## config.mk

```make
export PLATFORM = sky130hd
export DESIGN_NAME = slot_cmd_serializer
export DESIGN_NICKNAME = d
export VERILOG_FILES = /design/src/rtl/cmdser_pkg.sv /design/src/rtl/cmdser_phase.sv /design/src/rtl/cmdser_pipe.sv /design/src/rtl/cmdser_slicer.sv /design/src/rtl/cmdser_pair_check.sv /design/src/rtl/slot_cmd_serializer.sv
export SDC_FILE = /design/constraint.sdc
export NUM_CORES = 1
export LEC_CHECK = 0
export ABC_AREA = 1
export BUFFER_PORTS_ARGS = -buffer_cell sky130_fd_sc_hd__buf_2
export CAP_MARGIN = 40
export CORE_MARGIN = 1
export CORE_UTILIZATION = 50
export CTS_BUF_LIST = sky130_fd_sc_hd__clkbuf_8
export DETAILED_ROUTE_END_ITERATION = 7
export PLACE_DENSITY = 0.73
export SLEW_MARGIN = 0
export SYNTH_ARGS = -nofsm -noshare
export SYNTH_HDL_FRONTEND = slang
export SYNTH_HIERARCHICAL = 1
export SYNTH_SLANG_ARGS = --single-unit
```

## constraint.sdc

```tcl
create_clock -name clk -period 26.1 [get_ports clk]
set_input_delay 1.305 -clock clk [delete_from_list [all_inputs] [get_ports clk]]
set_output_delay 1.305 -clock clk [all_outputs]
set_load 0.02 [all_outputs]
```

## src/rtl/cmdser_pkg.sv

```systemverilog
package cmdser_pkg;

    localparam int SLOTS   = 4;
    localparam int BYTE_W  = 8;

    typedef logic [1:0] slot_t;

    // Value of one DRAM pin in a given slot: the even bit of the slot's pair.
    function automatic logic slot_bit(input logic [BYTE_W-1:0] pin_byte,
                                      input slot_t             slot);
        return pin_byte[{slot, 1'b0}];
    endfunction

    // True when any of the four pairs in a pin byte carries two different bits.
    function automatic logic pair_clash(input logic [BYTE_W-1:0] pin_byte);
        logic bad;
        bad = 1'b0;
        for (int k = 0; k < SLOTS; k++) begin
            bad = bad | (pin_byte[2*k] ^ pin_byte[2*k+1]);
        end
        return bad;
    endfunction

endpackage

```

## src/rtl/cmdser_phase.sv

```systemverilog
module cmdser_phase
    import cmdser_pkg::*;
(
    input  logic  clk,
    input  logic  rst,
    output slot_t slot_o,
    output logic  cap_o
);

    slot_t slot_q;

    always_ff @(posedge clk) begin
        if (rst) begin
            slot_q <= '0;
        end else begin
            slot_q <= slot_q + slot_t'(1);
        end
    end

    assign slot_o = slot_q;
    assign cap_o  = (slot_q == slot_t'(SLOTS - 1));

    // the slot index steps by one, modulo four, on every clock out of reset
    p_slot_step_r1: assert property (@(posedge clk) disable iff (rst)
        !$past(rst) |-> (slot_q == slot_t'($past(slot_q) + slot_t'(1))));

endmodule

```

## src/rtl/cmdser_pipe.sv

```systemverilog
module cmdser_pipe #(
    parameter int              W     = 8,
    parameter int              DEPTH = 2,
    parameter logic [W-1:0]    IDLE  = '0
) (
    input  logic         clk,
    input  logic         rst,
    input  logic         cap,
    input  logic [W-1:0] d,
    output logic [W-1:0] q
);

    logic [W-1:0] stg [DEPTH];

    always_ff @(posedge clk) begin
        if (rst) begin
            for (int i = 0; i < DEPTH; i++) begin
                stg[i] <= IDLE;
            end
        end else if (cap) begin
            stg[0] <= d;
            for (int i = 1; i < DEPTH; i++) begin
                stg[i] <= stg[i-1];
            end
        end
    end

    assign q = stg[DEPTH-1];

    // between capture edges the word on the output stage cannot change
    p_pipe_hold_r2: assert property (@(posedge clk) disable iff (rst)
        (!$past(cap) && !$past(rst)) |-> $stable(q));

endmodule

```

## src/rtl/cmdser_slicer.sv

```systemverilog
module cmdser_slicer
    import cmdser_pkg::*;
#(
    parameter int NPIN = 4
) (
    input  logic [NPIN*BYTE_W-1:0] word,
    input  slot_t                  slot,
    output logic [NPIN-1:0]        pins
);

    for (genvar p = 0; p < NPIN; p++) begin : g_pin
        assign pins[p] = slot_bit(word[p*BYTE_W +: BYTE_W], slot);
    end

endmodule

```

## src/rtl/cmdser_pair_check.sv

```systemverilog
module cmdser_pair_check
    import cmdser_pkg::*;
#(
    parameter int NPIN = 4
) (
    input  logic                   clk,
    input  logic                   rst,
    input  logic                   cap,
    input  logic [NPIN*BYTE_W-1:0] word,
    output logic                   err_o
);

    logic [NPIN-1:0] clash;
    logic            err_q;

    for (genvar p = 0; p < NPIN; p++) begin : g_pin
        assign clash[p] = pair_clash(word[p*BYTE_W +: BYTE_W]);
    end

    always_ff @(posedge clk) begin
        if (rst) begin
            err_q <= 1'b0;
        end else if (cap && (|clash)) begin
            err_q <= 1'b1;
        end
    end

    assign err_o = err_q;

    // once raised, the flag holds until reset
    p_err_sticky_r9: assert property (@(posedge clk) disable iff (rst)
        ($past(err_q) && !$past(rst)) |-> err_q);

    // sampling a split pair raises the flag on the next clock
    p_err_set_r9: assert property (@(posedge clk) disable iff (rst)
        (cap && (|clash)) |=> err_q);

endmodule

```

## src/rtl/slot_cmd_serializer.sv

```systemverilog
module slot_cmd_serializer
    import cmdser_pkg::*;
#(
    parameter int ADR_W   = 17,
    parameter int BA_W    = 2,
    parameter int BG_W    = 2,
    parameter int CS_W    = 2,
    parameter int CKE_W   = 1,
    parameter int ODT_W   = 1,
    parameter int LAT_SYS = 2
) (
    input  logic                  clk,
    input  logic                  rst,
    input  logic [7:0]            act_n_i,
    input  logic [ADR_W*8-1:0]    adr_i,
    input  logic [BA_W*8-1:0]     ba_i,
    input  logic [BG_W*8-1:0]     bg_i,
    input  logic [CS_W*8-1:0]     cs_n_i,
    input  logic [CKE_W*8-1:0]    cke_i,
    input  logic [ODT_W*8-1:0]    odt_i,
    input  logic [7:0]            par_i,
    output logic                  act_n_o,
    output logic [ADR_W-1:0]      adr_o,
    output logic [BA_W-1:0]       ba_o,
    output logic [BG_W-1:0]       bg_o,
    output logic [CS_W-1:0]       cs_n_o,
    output logic [CKE_W-1:0]      cke_o,
    output logic [ODT_W-1:0]      odt_o,
    output logic                  par_o,
    output logic [1:0]            slot_o,
    output logic                  pair_err_o
);

    // Pin numbering inside the flattened word, lowest first.
    localparam int OFF_ADR = 1;
    localparam int OFF_BA  = OFF_ADR + ADR_W;
    localparam int OFF_BG  = OFF_BA  + BA_W;
    localparam int OFF_CS  = OFF_BG  + BG_W;
    localparam int OFF_CKE = OFF_CS  + CS_W;
    localparam int OFF_ODT = OFF_CKE + CKE_W;
    localparam int OFF_PAR = OFF_ODT + ODT_W;
    localparam int NPIN    = OFF_PAR + 1;
    localparam int WW      = NPIN * BYTE_W;

    // Idle word: active-low strobes and address high, everything else low.
    function automatic logic [WW-1:0] idle_word();
        logic [WW-1:0] v;
        v = '0;
        for (int p = 0; p < NPIN; p++) begin
            if (p < OFF_BA || (p >= OFF_CS && p < OFF_CKE)) begin
                v[p*BYTE_W +: BYTE_W] = '1;
            end
        end
        return v;
    endfunction

    localparam logic [WW-1:0] IDLE_W = idle_word();

    logic [WW-1:0]   word_in;
    logic [WW-1:0]   word_out;
    logic [NPIN-1:0] pins;
    slot_t           slot;
    logic            cap;

    assign word_in = {par_i, odt_i, cke_i, cs_n_i, bg_i, ba_i, adr_i, act_n_i};

    cmdser_phase u_phase (
        .clk    (clk),
        .rst    (rst),
        .slot_o (slot),
        .cap_o  (cap)
    );

    cmdser_pipe #(
        .W     (WW),
        .DEPTH (LAT_SYS),
        .IDLE  (IDLE_W)
    ) u_pipe (
        .clk (clk),
        .rst (rst),
        .cap (cap),
        .d   (word_in),
        .q   (word_out)
    );

    cmdser_slicer #(
        .NPIN (NPIN)
    ) u_slicer (
        .word (word_out),
        .slot (slot),
        .pins (pins)
    );

    cmdser_pair_check #(
        .NPIN (NPIN)
    ) u_check (
        .clk   (clk),
        .rst   (rst),
        .cap   (cap),
        .word  (word_in),
        .err_o (pair_err_o)
    );

    assign act_n_o = pins[0];
    assign adr_o   = pins[OFF_ADR +: ADR_W];
    assign ba_o    = pins[OFF_BA  +: BA_W];
    assign bg_o    = pins[OFF_BG  +: BG_W];
    assign cs_n_o  = pins[OFF_CS  +: CS_W];
    assign cke_o   = pins[OFF_CKE +: CKE_W];
    assign odt_o   = pins[OFF_ODT +: ODT_W];
    assign par_o   = pins[OFF_PAR];
    assign slot_o  = slot;

    // the clock after reset shows a deselected, powered-down bus
    p_reset_idle_r7: assert property (@(posedge clk) disable iff (rst)
        $past(rst) |-> ((&cs_n_o) && act_n_o && (cke_o == '0) && (odt_o == '0)));

endmodule

```

### Word-level counts from Yosys, hierarchy flattened

Memory sizes are Yosys's and may differ from the RTL's.
Index checks and enable logic that the tools add are counted.
W data, S select, Z words.

| storage, ports and cells | value |
|---|---|
| register bits after elaboration | 3 |
| RAM bits | 432 |
| input bits | 218 |
| output and inout port bits | 30 |
| word-level logic and storage cells | 260 |
| memories kept | 1 |

| cells by class | value |
|---|---|
| $add $sub $neg | 1 |
| order comparisons | 1 |
| equal/unequal tests | 1 |
| muxes and demuxes | 61 |
| bitwise logic cells | 191 |
| reductions and logical operators | 2 |

Memory list:

| name | words | bits a word | rd ports | clocked after memory_dff | write ports | RTL line | source |
|---|---|---|---|---|---|---|---|
| u_pipe.stg | 2 | 216 | 2 | 0 | 2 | cmdser_pipe.sv:13 | `logic [W-1:0] stg [DEPTH];` |

Operator list:

| kind | count |
|---|---|
| $mux W216 | 2 |
| $xor A1 B1 Y1 | 108 |
| $or A1 B1 Y1 | 83 |
| $bmux W1 S2 | 27 |
| $mux W1 | 32 |
| $reduce_or A27 Y1 | 1 |
| $lt A3 B4 Y1 const B | 1 |
| $add A2 B1 Y2 const B | 1 |
| $eq A2 B2 Y1 const B | 1 |
| $logic_and A1 B1 Y1 | 1 |

### Logic depth before layout (Yosys ltp)

Gate-level depths: netlist (run 1).

| depth | value |
|---|---|
| word-level depth | 6 |
| gate-level depth with buffers | 12 |
| gate-level depth less buffers | 12 |

### Hierarchy

The synthesis (run 1) kept the hierarchy.

Modules (own cells, without submodules):

| module | instances | cells an instance | area each (um2) | seq. area each (um2) |
|---|---|---|---|---|
| cmdser_pipe | 1 | 1564 | 18208.7 | 12972.4 |
| cmdser_pair_check | 1 | 237 | 1425.1 | 20.0 |
| cmdser_slicer | 1 | 315 | 1321.3 | 0.0 |
| cmdser_phase | 1 | 6 | 63.8 | 40.0 |

### Least setup slack after synthesis (run 1)

Ideal clock, no wire load.

| timing | value |
|---|---|
| path kind | input to register |
| start | in rst |
| end | mem u_pipe/stg[0][0] (netlist bit) (enable) |
| setup time | 3.128 ns |
| arrival | 8.283 ns |
| data required time | 22.972 ns |
| path slack | 14.689 ns |
| cell stages on the path | 2 |
| buffers on the path | 0 |
| cells stage by stage | inv_1 -> nand2_1 |

RTL lines:

| item | RTL line | source |
|---|---|---|
| start, declared | slot_cmd_serializer.sv:13 | `input logic rst,` |
| end, declared | cmdser_pipe.sv:13 |  |

### Worst setup path after layout (run 1)

| timing | value |
|---|---|
| start | reg u_phase.slot_q[0] (netlist: u_phase/slot_o[0]) |
| end | out odt_o |

| on the way | value |
|---|---|
| longest elaborated chain between the ends | 2 |

RTL lines:

| item | RTL line | source |
|---|---|---|
| start, declared | cmdser_phase.sv:10 | `slot_t slot_q;` |
| start signal, assigned | cmdser_phase.sv:16 | `slot_q <= slot_q + slot_t'(1);` |
| $bmux W1 S2 | cmdser_pkg.sv:11 | `return pin_byte[{slot, 1'b0}];` |
| $mux W1 (not written as such) | cmdser_pkg.sv:11 |  |
| end, declared | slot_cmd_serializer.sv:28 | `output logic [ODT_W-1:0] odt_o,` |

No other way between the ends. The select of a mux whose other input is x is not followed.

==> results of run 1 <==
==> placed cells by master (no fill, tap or decap), drive strengths merged <==
master,n
a21oi,1
buf,256
clkbuf,37
clkinv,13
clkinvlp,1
dfxtp,3
edfxtp,216
ha,1
inv,353
nand2,379
nand3,54
nand4,5
nor2,91
xnor2,101
==> sequential cells by signal, summed over array words and instances (netlist names) <==
name            count
u_pipe/stg        216
u_phase/slot_o      2
u_check/err_o       1
==> report_power, final <==
| group | leakage, nW | switching (mW) | internal, mW | total (mW) |
|---|---|---|---|---|
| clock | 0.346 | 0.127 | 0.131 | 0.258 |
| combinational | 4.43 | 0.0555 | 0.0378 | 0.0933 |
| sequential | 1.72 | 0.00473 | 0.395 | 0.400 |
==> per-layer routing <==
| metal | part of all wire | up-vias | global-route usage |
|---|---|---|---|
| met4 | 0.019 | 0 | 0.0587 |
| met5 | 0 | - | 0 |
| met1 | 0.43 | 3455 | 0.225 |
| li1 | - | 4142 | - |
| met2 | 0.49 | 258 | 0.305 |
| met3 | 0.062 | 35 | 0.0350 |
==> how the worst max path moves through the flow <==
stage,startpoint,endpoint,slack [ns],cells past startpoint
6_report,u_phase/slot_o[0]$_SDFF_PP0_,odt_o,22.61,6
2_1_floorplan,rst,u_pipe/stg[0][0]$_SDFFCE_PN1P_,19.57,2
4_1_cts,u_phase/slot_o[0]$_SDFF_PP0_,odt_o,22.55,6
3_3_place_gp,u_phase/slot_o[0]$_SDFF_PP0_,cke_o,22.54,5
5_1_grt,u_phase/slot_o[0]$_SDFF_PP0_,adr_o[9],22.42,6
3_5_place_dp,rst,u_pipe/stg[0][84]$_SDFFCE_PN1P_,22.91,5
==> worst reg2reg max path: cells and delay by family, from the launching register on <==
family                   cells  cell delay (ns)
adder cells (fa/ha/maj)      1             0.34
flip-flops                   1             0.90
buffers and inverters        3             0.84
AND/OR/NAND/NOR              1             0.49
==> final cells by class <==
cell class / count / area (µm²) / share of cell area
Sequential cell: 219 / 6550 / 0.495
Inverter: 344 / 1300 / 0.0982
Tap cell: 319 / 399 / 0.0302
Timing Repair Buffer: 256 / 1390 / 0.105
Clock buffer: 37 / 509 / 0.0385
Clock inverter: 23 / 96.3 / 0.00728
Multi-Input combinational cell: 632 / 2990 / 0.226
==> through the flow <==
step / instances / hold WS [ns] / utilization / worst slack, ns / power (mW)
global route: 1830 / 0.519 / 0.560 / 22.42 / 0.787
floorplan: 1366 / 0.479 / - / 19.57 / 0.471
detailed placement: 1770 / 0.468 / 0.534 / 22.91 / 0.501
CTS: 1830 / 0.476 / 0.560 / 22.55 / 0.761
finish: 1830 / 0.473 / 0.560 / 22.61 / 0.751
global placement: 1765 / 0.464 / 0.529 / 22.54 / 0.497
==> impl_metrics.toml, run 1 <==
[outcome]
status = "finished, final reports clean"

[placed_design]
gp_congestion = 0.821
post-dp-hpwl_um = 15400
io_buffers = 247
dpl-instance-area_mm2 = 0.0126

[worst_setup_path]
cp_max_fo = 54
critPathRequiredTime_ns = 24.79
r2r_slack_ns = 23.10
r2r-start = "u_phase/slot_o[1]$_SDFF_PP0_"
critPathBufInv = 3
cp_cell_sequence = "buf_12, inv_4, nand2_1, nand3_1, nand2_1, buf_2"
cp_slowest_stage_delay_ns = 0.59
crit_path_start_kind = "flop"
cp_common_cell = "nand2_1"
worstReg2RegEnd = "u_pipe/stg[0][20]$_SDFFCE_PN1P_"
path_delay_family = "buffers and inverters"
setup.worst_path.end_class = "output pin"
cp.arrival_ns = 2.19
crit_type = "flop to output pin"
reg2regPathDepth = 5
slowest_stage = "dfxtp_2"

[timing]
slew_viol_final = 0
period_share = 0.134
finalSetupViolCount = 0
tightestPinTransition_ns = 0.869
period_minus_slack_ns = 3.49
finalSetupTns_ns = 0
rsz0062_at_grt = "no"
hold_viol = 0
skew_ns = 0.0255
relSlewSlack = 0.421
clock.fmax_mhz = 286

[synth]
synthCells = 1366
synth_fp_nets = 1585
yosysWarnings = 6
synthesis.area_mm2 = 0.0121
avgSynthCellArea_um2 = 8.86

[finish]
layout.nets = 1709
fillerInstances = 2126
syn_to_final_growth_pct = 9.31
design_area_mm2 = 0.0132
diodes = 0
final_layout_size_suffix_gt1_frac = 0.203

[detailed_routing]
drt_iter0_drc = 452
num_vias = 7890
vias_per_cell = 4.31
wl_per_cell_um = 12.0
first_pass_iters = 8
remaining_drc_errors = 0
wl_um = 21900
detail-route-antenna-nets = 0

[die]
die_h_um = 158
die_x_um = 158
fp.dieArea_mm2 = 0.0248
rows = 56
start_util = 0.512
ios = 248
coreArea_mm2 = 0.0236

[min_path]
hp-start = "u_check/err_o$_SDFFE_PP0P_"
hold_end = "u_check/err_o$_SDFFE_PP0P_"
whs_path_depth = 2
min_path_type = "flop to flop"

[clock_tree]
root_buffer = "clkbuf_8"
post_cts_buffers = 0
htreeDepth = 2
clk_latency_ns = 0.50
numCtsBuffers = 37
cts_tree = "built"
cts.sinks = 219
cts.repair.resized = 0
clk_pin_slew_ns = 0.05
clockBufferDepth = 3
hold_buffers = 0

[grt]
grt-ovfl-total = 0
grt_first_pass_wirelength_um = 33800
antenna_found_initial = 0
grtUsageTotal = 0.178
grt_pass1_vias = 7129
grt_max_degree = 93

[power]
p_leak_nw = 6.50
p_per_area_mw_per_mm2 = 56.8
peakVddDrop_v = 0.0000255

[job]
maxCapViolations = 0
No activity file was read; power rests on OpenSTA's default activity.
==> run 2: changes to the inputs <==
--- a/config.mk
+++ b/config.mk
@@ -5,7 +5,7 @@
 export SDC_FILE = /design/constraint.sdc
 export NUM_CORES = 1
 export LEC_CHECK = 0
-export ABC_AREA = 1
+export ABC_AREA = 0
 export BUFFER_PORTS_ARGS = -buffer_cell sky130_fd_sc_hd__buf_2
 export CAP_MARGIN = 40
 export CORE_MARGIN = 1
==> constraint.sdc (replaced) <==
create_clock -name clk -period 3.56 [get_ports clk]
set_input_delay 0.178 -clock clk [delete_from_list [all_inputs] [get_ports clk]]
set_output_delay 0.178 -clock clk [all_outputs]
set_load 0.02 [all_outputs]
==> run 2 against run 1 <==
Effect of this change: die area is 1.2% lower; via count is 12% lower; first-iteration DRC count is 5.5% lower; worst setup slack worse by 21 ns; sequential power grew to 7.3 times the previous value; non-clock buffer count is 96 higher; clock skew is 0.0037 ns lower; wire length is 31% higher; core utilization is 2.3 points higher; largest cell class unchanged; highest routed layer unchanged.
==> impl_metrics.toml, run 2 <==
[power]
p_leak_nw = 4.66
p_per_area_mw_per_mm2 = 415
p_sw_frac = 0.249
internal_power_mw = 4.27
combPwrFrac = 0.124
power.switching_mw = 1.41
peakVddDrop_v = 0.000180
clkPwrFrac = 0.364
seqPwrFrac = 0.511

[finish]
layout.nets = 1223
largest_reg_flops = 216
final_cell_mix = "246 x buf_2, 216 x edfxtp_1, 160 x or3b_1"
fillerInstances = 1843
final_layout_size_suffix_gt1_frac = 0.317
fin_cells = 1351
syn_to_final_growth_pct = 14.6
final_common_cell = "buf_2"
top_register = "u_pipe/stg"

[synth]
yosysWarnings = 6
synth_fp_nets = 1041
synthesis.area_mm2 = 0.0120
avgSynthCellArea_um2 = 14.5
synthCells = 822

[detailed_routing]
wl_um = 28900
wl_per_cell_um = 21.4
drt_iter0_drc = 427
detail-route-antenna-nets = 0
first_pass_iters = 4
num_vias = 6966
remaining_drc_errors = 0
vias_per_cell = 5.16

[clock_tree]
post_cts_buffers = 0
cts.sinks = 219
htreeDepth = 2
clk_pin_slew_ns = 0.06
numCtsBuffers = 38
cts_tree = "built"
root_buffer = "clkbuf_8"
clockBufferDepth = 3
clk_latency_ns = 0.53

[grt]
grt_max_degree = 218
grt-ovfl-total = 0
antenna_found_initial = 1
grtUsageTotal = 0.237
grt_pass1_vias = 7108
grt_first_pass_wirelength_um = 41500

[min_path]
whs_path_depth = 2
min_path_type = "input port to flop"

[worst_setup_path]
critPathRequiredTime_ns = 3.38
critPathBufInv = 2
reg2regPathDepth = 3
r2r_slack_ns = 1.63
cp_cell_sequence = "buf_4, mux4_1, buf_2"
path_delay_family = "buffers and inverters"
cp_slowest_stage_delay_ns = 0.67
cp_max_fo = 29
worst-path-stages = 3
slowest_stage = "mux4_1"
setup.worst_path.end_class = "output pin"
crit_path_start_kind = "flop"
crit_type = "flop to output pin"
cp.arrival_ns = 2.26

[die]
fp.dieArea_mm2 = 0.0245
ios = 248
coreArea_mm2 = 0.0235
die_x_um = 157
die_h_um = 157
rows = 56
start_util = 0.509

[timing]
slew_viol_final = 0
period_share = 0.686
relSlewSlack = 0.459
period_minus_slack_ns = 2.44
tightestPinTransition_ns = 0.804
finalSetupViolCount = 0
hold_viol = 0
clock.fmax_mhz = 410
skew_ns = 0.0218
finalSetupTns_ns = 0
fin_ws_ns = 1.12
rsz0062_at_grt = "no"

[placed_design]
io_buffers = 247
post-dp-hpwl_um = 19400
gp_congestion = 0.839
placed_cells = 1188
dpl_worst_slack_ns = 1.16

[job]
maxCapViolations = 0

[outcome]
status = "finished, final reports clean"
-- run 2: final cells by class --
class                      instances  area [µm²]  share of cell area
antenna                            1        2.50            0.000183
clock buffer                      38         523              0.0382
clock inverter                    29         153              0.0111
multi-input combinational        393        3750               0.274
sequential                       219        6550               0.478
tap                              319         399              0.0292
timing repair buffer             352        2310               0.169
-- run 2: power by group through the flow --
stage	Clock (mW)	Combinational, mW	Sequential, mW
2_1_floorplan	0	0.389	2.97
3_3_place_gp	0	0.625	2.96
3_5_place_dp	0	0.627	2.96
4_1_cts	2.11	0.710	2.91
5_1_grt	2.23	0.754	2.91
6_report	2.07	0.707	2.91
-- run 2: repair_timing --
action | CTS | global route
gates resized for setup | 0 | 0
hold buffers | 95 | 0
endpoints found under the hold margin | 95 | 0
-- run 2: path summary, 6_finish.rpt --
| check | from | to |
|---|---|---|
| worst max-delay path | u_phase/slot_o[0]$_SDFF_PP0_ | cke_o |
| worst min-delay path | ba_i[2] | u_pipe/stg[0][146]$_SDFFCE_PN0P_ |
| worst max register to register | u_phase/slot_o[0]$_SDFF_PP0_ | u_pipe/stg[0][60]$_SDFFCE_PN1P_ |
| worst min register to register | u_pipe/stg[0][126]$_SDFFCE_PN1P_ | u_pipe/stg[0][342]$_SDFFCE_PN1P_ |
-- run 2: per-stage QoR --
step	util	power [mW]	cell area [µm²]	hold slack [ns]
2_1_floorplan	-	3.36	12000	0.250
3_3_place_gp	0.514	3.59	12100	0.468
3_5_place_dp	0.514	3.59	12100	0.470
4_1_cts	0.583	5.73	13700	0.0000300
5_1_grt	0.583	5.90	13700	0.00493
6_report	0.583	5.69	13700	0.0313
-- run 2: layer usage --
metal	wire length (µm)	track usage	up-vias
met5	0	0	-
met4	1060	0.103	0
met3	1680	0.0443	63
met2	13700	0.381	278
met1	12400	0.315	3356
li1	-	-	3269
-- run 2: worst register-to-register path: cells and delay by family (launching register included) --
| kind | cells | cell delay [ns] |
|---|---|---|
| flip-flops | 1 | 0.35 |
| AND/OR/NAND/NOR | 1 | 0.64 |
| buffers and inverters | 1 | 0.46 |
| adder cells (fa/ha/maj) | 1 | 0.15 |
==> run 3: changes to the inputs <==
--- a/config.mk
+++ b/config.mk
@@ -12,7 +12,7 @@
 export CORE_UTILIZATION = 50
 export CTS_BUF_LIST = sky130_fd_sc_hd__clkbuf_8
 export DETAILED_ROUTE_END_ITERATION = 7
-export PLACE_DENSITY = 0.73
+export PLACE_DENSITY = 0.76
 export SLEW_MARGIN = 0
 export SYNTH_ARGS = -nofsm -noshare
 export SYNTH_HDL_FRONTEND = slang
==> constraint.sdc (replaced) <==
create_clock -name clk -period 2.14 [get_ports clk]
set_input_delay 0.107 -clock clk [delete_from_list [all_inputs] [get_ports clk]]
set_output_delay 0.107 -clock clk [all_outputs]
set_load 0.02 [all_outputs]
==> run 3 against run 2 <==
Effect of this change: flip-flop and latch count unchanged; wire length up 1.1%; cell count up 1.8%; first-iteration DRC count up 28%; die area unchanged; sequential share of layout area down 1.1 points; global-route usage up 0.42 points; sequential power up 66%.
==> impl_metrics.toml, run 3 (synthesis results as in run 2) <==
[die]
fp.dieArea_mm2 = 0.0245
die_h_um = 157
ios = 248
start_util = 0.509
coreArea_mm2 = 0.0235
rows = 56
die_x_um = 157

[timing]
rsz0062_at_grt = "no"
fin_ws_ns = 0.110
skew_ns = 0.0186
clock.fmax_mhz = 493
period_share = 0.948
hold_viol = 0
period_minus_slack_ns = 2.03
slew_viol_final = 0
finalSetupViolCount = 0
relSlewSlack = 0.611
tightestPinTransition_ns = 0.578

[clock_tree]
htreeDepth = 2
cts_tree = "built"
root_buffer = "clkbuf_8"
cts.sinks = 219
numCtsBuffers = 37
clk_pin_slew_ns = 0.06
clockBufferDepth = 3
clk_latency_ns = 0.52

[grt]
grt_first_pass_wirelength_um = 42000
antenna_found_initial = 6
grt-ovfl-total = 0
grtUsageTotal = 0.241
grt_max_degree = 101
grt_pass1_vias = 7135

[detailed_routing]
vias_per_cell = 5.16
first_pass_iters = 5
wl_um = 29200
num_vias = 7100
wl_per_cell_um = 21.2
remaining_drc_errors = 0
drt_iter0_drc = 545
detail-route-antenna-nets = 0

[placed_design]
post-dp-hpwl_um = 19900
io_buffers = 247
dpl_worst_slack_ns = 0.290
gp_congestion = 0.830

[outcome]
status = "finished, final reports clean"

[finish]
fillerInstances = 1758
syn_to_final_growth_pct = 17.3
top_register = "u_pipe/stg"
largest_reg_flops = 216
final_common_cell = "buf_2"
final_cell_mix = "246 x buf_2, 216 x edfxtp_1, 160 x or3b_1"
layout.nets = 1244
final_layout_size_suffix_gt1_frac = 0.322

[power]
combPwrFrac = 0.123
peakVddDrop_v = 0.000321
power.switching_mw = 2.33
internal_power_mw = 7.53
p_sw_frac = 0.236
clkPwrFrac = 0.386
seqPwrFrac = 0.491
p_per_area_mw_per_mm2 = 704
power_mw = 9.86
p_leak_nw = 4.80

[min_path]
min_path_type = "input port to flop"

[job]
maxCapViolations = 0

[worst_setup_path]
critPathRequiredTime_ns = 2.03
crit_type = "flop to output pin"
cp_max_fo = 28
crit_path_start_kind = "flop"
setup.worst_path.end_class = "output pin"
cp.arrival_ns = 1.92
run 3: changes by cell type in the layout (fill, tap and decap cells not counted), sizes merged:
| cell | delta |
|---|---|
| buf | +9 |
| bufinv | +3 |
| clkbuf | +1 |
| clkinv | -5 |
| clkinvlp | +1 |
| diode | +4 |
| dlygate4sd3 | +13 |
| inv | -2 |
run 3: metal layers:
layer,track usage,wire length [µm],vias up,share of wire
met1,0.303,11900,3398,0.41
li1,-,-,3303,-
met2,0.389,13900,324,0.48
met5,0,13,-,0.00045
met3,0.0498,1860,73,0.064
met4,0.138,1500,2,0.051
run 3: worst max-delay path, stage by stage (launching register included):
cell and delay, ns:
dfxtp_4 0.36, buf_4 0.40, mux4_2 0.43, buf_2 0.19
run 3: cell type report:
type                       instances  area [µm²]  area share
clock buffer                      39         537      0.0383
tap                              319         399      0.0285
timing repair buffer             374        2540       0.182
clock inverter                    26         216      0.0154
sequential                       219        6550       0.468
antenna                            5        12.5    0.000893
multi-input combinational        393        3750       0.268
run 3: repair_timing:
action	in CTS	in global routing
hold buffers	108	0
buffers inserted	3	0
gates resized for setup	2	0
endpoints found under the setup margin	21	0
hold endpoints to repair	108	0
run 3: power by group through the flow:
stage	Clock, mW	Combinational [mW]	Sequential (mW)
global placement	0	1.04	4.93
finish	3.80	1.22	4.84
global route	4.05	1.29	4.85
detailed placement	0	1.04	4.94
CTS	3.87	1.22	4.84
floorplan	0	0.649	4.94
run 3: per-stage QoR:
stage               hold slack, ns  cell area (µm²)  TNS [ns]  std cells  utilization
global placement             0.400            12100         0       1194        0.517
floorplan                    0.169            12000   -156.18        822            -
global route                 0.180            14000         0       1373        0.597
CTS                          0.137            14000         0       1370        0.597
finish                       0.157            14000         0       1375        0.597
detailed placement           0.401            12100         0       1194        0.517
run 3: path summary, 6_finish.rpt:
| check | from | cells after the start | slack (ns) | endpoint |
|---|---|---|---|---|
| worst max-delay path | u_phase/slot_o[1]$_SDFF_PP0_ | 3 | 0.11 | act_n_o |
| worst min-delay path | adr_i[1] | 4 | 0.16 | u_check/err_o$_SDFFE_PP0P_ |
| worst max register to register | u_phase/slot_o[0]$_SDFF_PP0_ | 4 | 0.44 | u_pipe/stg[0][22]$_SDFFCE_PN1P_ |
| worst min register to register | u_pipe/stg[0][180]$_SDFFCE_PN1P_ | 1 | 0.50 | u_pipe/stg[0][396]$_SDFFCE_PN1P_ |
